**config.mk**
```make
export PLATFORM = sky130hd
export DESIGN_NAME = adc_result_fifo_port
export DESIGN_NICKNAME = d
export VERILOG_FILES = /design/src/rtl/adc_result_fifo_port.sv
export SDC_FILE = /design/constraint.sdc
export NUM_CORES = 1
export LEC_CHECK = 0
export ABC_AREA = 0
export BUFFER_PORTS_ARGS = -buffer_cell sky130_fd_sc_hd__clkbuf_2
export CAP_MARGIN = 20
export CORE_UTILIZATION = 37
export CTS_BUF_LIST = sky130_fd_sc_hd__clkbuf_4 sky130_fd_sc_hd__clkbuf_8
export CTS_CLUSTER_SIZE = 14
export DETAILED_ROUTE_END_ITERATION = 8
export PLACE_DENSITY = 0.56
export SLEW_MARGIN = 25
export SYNTH_ARGS = -nofsm -noshare
export SYNTH_HDL_FRONTEND = slang
export SYNTH_SLANG_ARGS = --single-unit
```
**constraint.sdc**
```tcl
create_clock -name clk -period 6.7 [get_ports clk]
set_input_delay 0 -clock clk [delete_from_list [all_inputs] [get_ports clk]]
set_output_delay 0 -clock clk [all_outputs]
set_load 0.01 [all_outputs]
```
**src/rtl/adc_result_fifo_port.sv**
```systemverilog
module adc_result_fifo_port #(
  parameter int DEPTH = 16,
  parameter int ADDR_W = 8,
  parameter logic [ADDR_W-1:0] WIN_LO = 8'hD0,
  parameter logic [ADDR_W-1:0] WIN_HI = 8'hEF
) (
  input  logic              clk,
  input  logic              rst_n,
  input  logic              push_valid,
  input  logic [11:0]       push_value,
  input  logic [4:0]        push_chan,
  input  logic              res_10bit,
  input  logic              chan_id_en,
  input  logic              rd_en,
  input  logic [ADDR_W-1:0] rd_addr,
  output logic [31:0]       rd_data,
  output logic              overrun
);
  localparam int PW = (DEPTH > 1) ? $clog2(DEPTH) : 1;
  localparam int CW = $clog2(DEPTH + 1);
  localparam logic [CW-1:0] FULL = CW'(DEPTH);
  localparam logic [PW-1:0] LAST = PW'(DEPTH - 1);

  logic [11:0]   val_q [DEPTH];
  logic [4:0]    chan_q [DEPTH];
  logic [PW-1:0] wr_ptr, rd_ptr;
  logic [CW-1:0] count;

  wire hit     = rd_en && (rd_addr[1:0] == 2'b00) && (rd_addr >= WIN_LO) && (rd_addr <= WIN_HI);
  wire is_empty = (count == '0);
  wire do_pop  = hit && !is_empty;
  wire do_push = push_valid && ((count != FULL) || do_pop);

  wire [11:0] head_val  = val_q[rd_ptr];
  wire [4:0]  head_chan = chan_id_en ? chan_q[rd_ptr] : 5'd0;
  wire [11:0] out_val   = is_empty ? 12'd0 : head_val;
  wire [4:0]  out_chan  = is_empty ? 5'd0 : head_chan;

  wire [31:0] word12 = {is_empty, 10'd0, out_chan, 4'd0, out_val};
  wire [31:0] word10 = {16'd0, is_empty, out_chan, out_val[9:0]};

  always_ff @(posedge clk) begin
    if (do_push) begin
      val_q[wr_ptr]  <= push_value;
      chan_q[wr_ptr] <= push_chan;
    end
  end

  always_ff @(posedge clk) begin
    if (!rst_n) begin
      wr_ptr  <= '0;
      rd_ptr  <= '0;
      count   <= '0;
      overrun <= 1'b0;
      rd_data <= '0;
    end else begin
      if (do_push) wr_ptr <= (wr_ptr == LAST) ? '0 : wr_ptr + 1'b1;
      if (do_pop)  rd_ptr <= (rd_ptr == LAST) ? '0 : rd_ptr + 1'b1;
      if (do_push && !do_pop)      count <= count + 1'b1;
      else if (do_pop && !do_push) count <= count - 1'b1;
      if (push_valid && !do_push) overrun <= 1'b1;
      if (rd_en) rd_data <= !hit ? 32'd0 : (res_10bit ? word10 : word12);
    end
  end

  a_r7_no_overflow: assert property (@(posedge clk) disable iff (!rst_n)
    count <= FULL);

  a_r7_overrun_sticky: assert property (@(posedge clk) disable iff (!rst_n)
    overrun |=> overrun);

  a_r7_full_drop: assert property (@(posedge clk) disable iff (!rst_n)
    (push_valid && count == FULL && !hit) |=> (overrun && count == FULL));

  a_r4_empty_read_holds: assert property (@(posedge clk) disable iff (!rst_n)
    (hit && is_empty) |=> (rd_ptr == $past(rd_ptr)));

  a_r8_push_pop_count: assert property (@(posedge clk) disable iff (!rst_n)
    (push_valid && hit && !is_empty) |=> $stable(count));

  a_r10_miss_zero: assert property (@(posedge clk) disable iff (!rst_n)
    (rd_en && !hit) |=> (rd_data == 32'd0));

  a_r9_hold: assert property (@(posedge clk) disable iff (!rst_n)
    !rd_en |=> $stable(rd_data));
endmodule

```
==> impl_summary.txt <==
----------------------------------------------------
[Layout]
  Share of cells above drive strength 1 ... 30.7%
  Antenna diode count ... 0
  Nets ... about 800
  Multi-input gate area in the final layout ... 0.00304 sq mm
  Combined flip-flop and latch cell area ... 0.00898 sq mm
  Filler-free cell count of the finished design ... between 1,000 and 1,500
  Final Util ... about 44%
  Number of filler instances in the final layout ... just under 3,000
  Syn-to-layout area delta ... 16.4%

[Power]
  Switching pwr ... approximately 0.9 mW
  Power density over cell area ... 286 mW/mm^2
  Share of total power in sequential cells ... between 50% and 60%
  Switching share of power ... 22.2%
  Overall Power ... 4.08 mW
  Share of power burned in the clock network ... 39.5%
  Logic pwr share ... between 6 and 7%
  Standby leakage power ... 4.66 nW
  Internal power of the cells ... 3.17 mW
  Worst vdd rail ir drop ... 0.187 mV

[Floorplan]
  Die Outline Area ... 0.0338 sq mm
  Die outline height ... 184 um
  Number of top-level design ports ... 64
  Core Box Area ... 0.0325 sq mm
  Number of core rows ... 66
  DIE WIDTH ... ~180 um
  Starting density of the core ... a little under two fifths

[Synth]
  Synth area leaders ... edfxtp_1, mux4_2, dfxtp_1
  Post-synthesis cell type count ... 51
  Post-synth top flop ... edfxtp_1
  Number of synthesized register bits ... 312
  Asr flop ratio synth ... 0%
  Top cells by instance count after synthesis ... edfxtp_1, mux4_2, dfxtp_1, nor2_1, a21oi_1
  Proportion of netlist area held by the largest area contributor ... 66.8%
  Sequential share of the synthesized area ... roughly 73%
  Summed instance area of the synthesized netlist ... between 0.01 and 0.015 sq mm
  Instance count of the mapped netlist ... 626
  YS warnings ... 0
  Mean instance size in the synthesized netlist ... 19.5 sq um
  Most used standard cell by instance count after synthesis ... edfxtp_1
  Number of synthesized flops with an enable pin ... 272
  Cell type with the highest aggregate area in the netlist ... edfxtp_1

[GRT]
  Global-route wire length before repair ... 39,700 um
  Global-route congestion overflow total ... 0
  Pin count of the biggest net entering global routing ... 48
  Overall Global Routing Usage ... 16.1%
  Initial antenna violation count ... 0
  Via count of the first global-routing pass ... 6,663

[Critical path]
  Slack of the worst reg-to-reg path ... 3.04 ns
  CP Data Required Time ... around 7.1 ns
  Arrival time of the worst setup path ... 4.09 ns
  Type of the setup path with the least slack ... reg2reg
  Cell depth of the worst flop-to-flop path ... 7
  Kind of start point of the critical path ... register
  CP max FO ... 40
  Worst reg2reg path endpoint ... rd_data[10]
  Endpoint kind of the worst setup timing path ... register

[Routing]
  Remaining antenna violation count after routing ... 0
  Post-route DRC violation count ... 0
  Sum of met2 wire segment lengths after detailed routing ... around 13,000 um
  Detailed-route wire length ... 26,200 um
  Total vias in the final route ... 6,147
  Routed wire length on met3 ... 1280 um
  Mean routed wirelength per cell ... 21.5 um
  Top Metal Used ... met4
  DRC marker count from the first detailed-route iteration ... roughly 540
  Metal1 wirelength ... 11,100 um
  First-pass detailed-route iteration total ... 4
  Mean number of vias per cell ... 5.03

[CTS]
  Buffer levels on the longest clock path ... 3
  Clock slew at reported path FFs ... 0.06 ns
  CTS tree ... done
  Clock H-tree levels ... 2
  Number of buffers added for setup after CTS ... 0
  Clock buffer count from CTS ... 50
  Root Buffer Master ... clkbuf_8
  Num Clock Sinks ... 312
  Clock latency at the later pin of the worst-skew pair ... 0.55 ns

[Placed design]
  Total of buffers placed on input and output ports ... 51
  Count of placed standard cells including taps ... 1,107
  Detail Placement HPWL ... 14,800 um
  Last weighted congestion value of the routability-driven placer ... 0.715

[STA]
  Total count of hold-check failures in the final report ... 0
  Final count of pins violating max slew ... 0
  Upper clock frequency limit ... 273 MHz
  Final setup fails ... 0
  Final cycle utilization of the critical path ... 54.6%
  Worst slew margin ... a little over two fifths
  Final worst clock skew ... around 0.018 ns
  Shortest clock period the worst path allows after layout ... 3.66 ns
  RSZ-0062 raised after global routing ... false
  Setup TNS ... 0 ns
  Actual slew at the worst max-slew pin ... ~0.86 ns

[Outcome]
  Outcome ... finished, final reports clean

[Worst hold path]
  Depth of the worst hold-timing path ... 5
  Hold Crit Class ... in2reg
  Worst min-delay path startpoint ... rd_addr[7]

[Run]
  Max-cap violations ... 0

----------------------------------------------------
==> what timing repair did <==
| item | 4_1_cts | 5_1_grt |
|---|---|---|
| hold buffers | 23 | 0 |
| resized for setup | 0 | 0 |
| endpoints found under the hold margin | 290 | 0 |
==> area by class of cell <==
cell class | instances | share of cell area [%]
inverters | 7 | 0.185
clock inverters | 18 | 0.782
multi-input cells | 275 | 21.4
well taps | 442 | 3.88
repair buffers | 94 | 4.46
clock buffers | 73 | 6.27
flip-flops and latches | 312 | 63.1
==> flip-flops by register name, indices dropped and copies added, names as in the netlist, named ones only <==
register  flops
val_q       192
chan_q       80
rd_data      22
count         5
rd_ptr        4
wr_ptr        4
overrun       1
==> worst max-delay path, cell delays in order (launching register included) <==
cell and delay, ns:
dfxtp_2 0.86, buf_4 0.63, mux4_2 0.57, nor2b_1 0.14, a211oi_1 0.32, a211oi_1 0.14, o221a_1 0.29, dlygate4sd3_1 0.55
==> layer usage <==
layer	GRT usage, %	vias to the layer above
met5	0	-
met4	5.17	0
met3	2.61	48
met2	27.9	172
met1	20.7	3163
li1	-	2764
==> power by group through the flow <==
| stage | Combinational, mW | Sequential (mW) | Clock (mW) |
|---|---|---|---|
| 5_1_grt | 0.313 | 2.19 | 1.73 |
| 6_report | 0.280 | 2.19 | 1.61 |
| 3_5_place_dp | 0.272 | 2.23 | 0 |
| 3_3_place_gp | 0.259 | 2.22 | 0 |
| 4_1_cts | 0.285 | 2.19 | 1.65 |
| 2_1_floorplan | 0.186 | 2.22 | 0 |
==> layout by cell type, fill, tap and decap left out, types with 4 or more instances in the layout <==
| master | netlist | layout |
|---|---|---|
| a211oi_1 | 12 | 12 |
| a21oi_1 | 25 | 25 |
| a22o_1 | 15 | 15 |
| and2_1 | 4 | 4 |
| buf_4 | 16 | 20 |
| clkbuf_2 | 0 | 51 |
| clkbuf_4 | 1 | 18 |
| clkbuf_8 | 0 | 55 |
| clkinv_1 | 1 | 8 |
| clkinv_2 | 0 | 8 |
| conb_1 | 1 | 10 |
| dfxtp_1 | 40 | 36 |
| dlygate4sd3_1 | 0 | 23 |
| edfxtp_1 | 272 | 272 |
| ha_1 | 9 | 9 |
| inv_1 | 5 | 5 |
| mux2i_1 | 22 | 22 |
| mux4_1 | 11 | 11 |
| mux4_2 | 57 | 57 |
| nand2_1 | 15 | 15 |
| nand3_1 | 6 | 6 |
| nor2_1 | 26 | 14 |
| nor2_2 | 1 | 12 |
| nor2b_1 | 14 | 14 |
| nor3_2 | 1 | 5 |
| o22ai_1 | 5 | 5 |
| xnor2_1 | 5 | 5 |
==> worst max path at each step <==
stage,start,end,depth (start not counted)
after global routing,register,rd_data[10],7
after detailed placement,register,rd_data[10],6
final,register,rd_data[10],7
after floorplan,count[0],count[4],12
after global placement,count[0],count[4],11
after CTS,register,rd_data[10],7
==> kinds of logic (layout without fill, tap and decap cells) <==
family                     after synthesis  in the layout  synth area share [%]
AOI/OAI and AO/OA                       74             74                  4.37
xor gates and xnor gates                 7              7                 0.501
adders and majority gates               10             10                  1.08
buffers and inverters                   48            192                  2.55
DFF                                    312            312                  73.3
muxes                                   90             90                  14.7
other                                    1             10                0.0307
and+or+nand+nor                         84             84                  3.50
==> through the flow <==
stage	hold WS, ns	worst slack, ns	instance area [sq um]
floorplan	0.0989	3.95	12300
global placement	0.319	3.60	13000
detailed placement	0.333	3.53	13000
CTS	0.0157	2.97	14200
global route	0.0681	2.81	14200
finish	0.0563	3.04	14200
(Power assumes the default switching activity.)
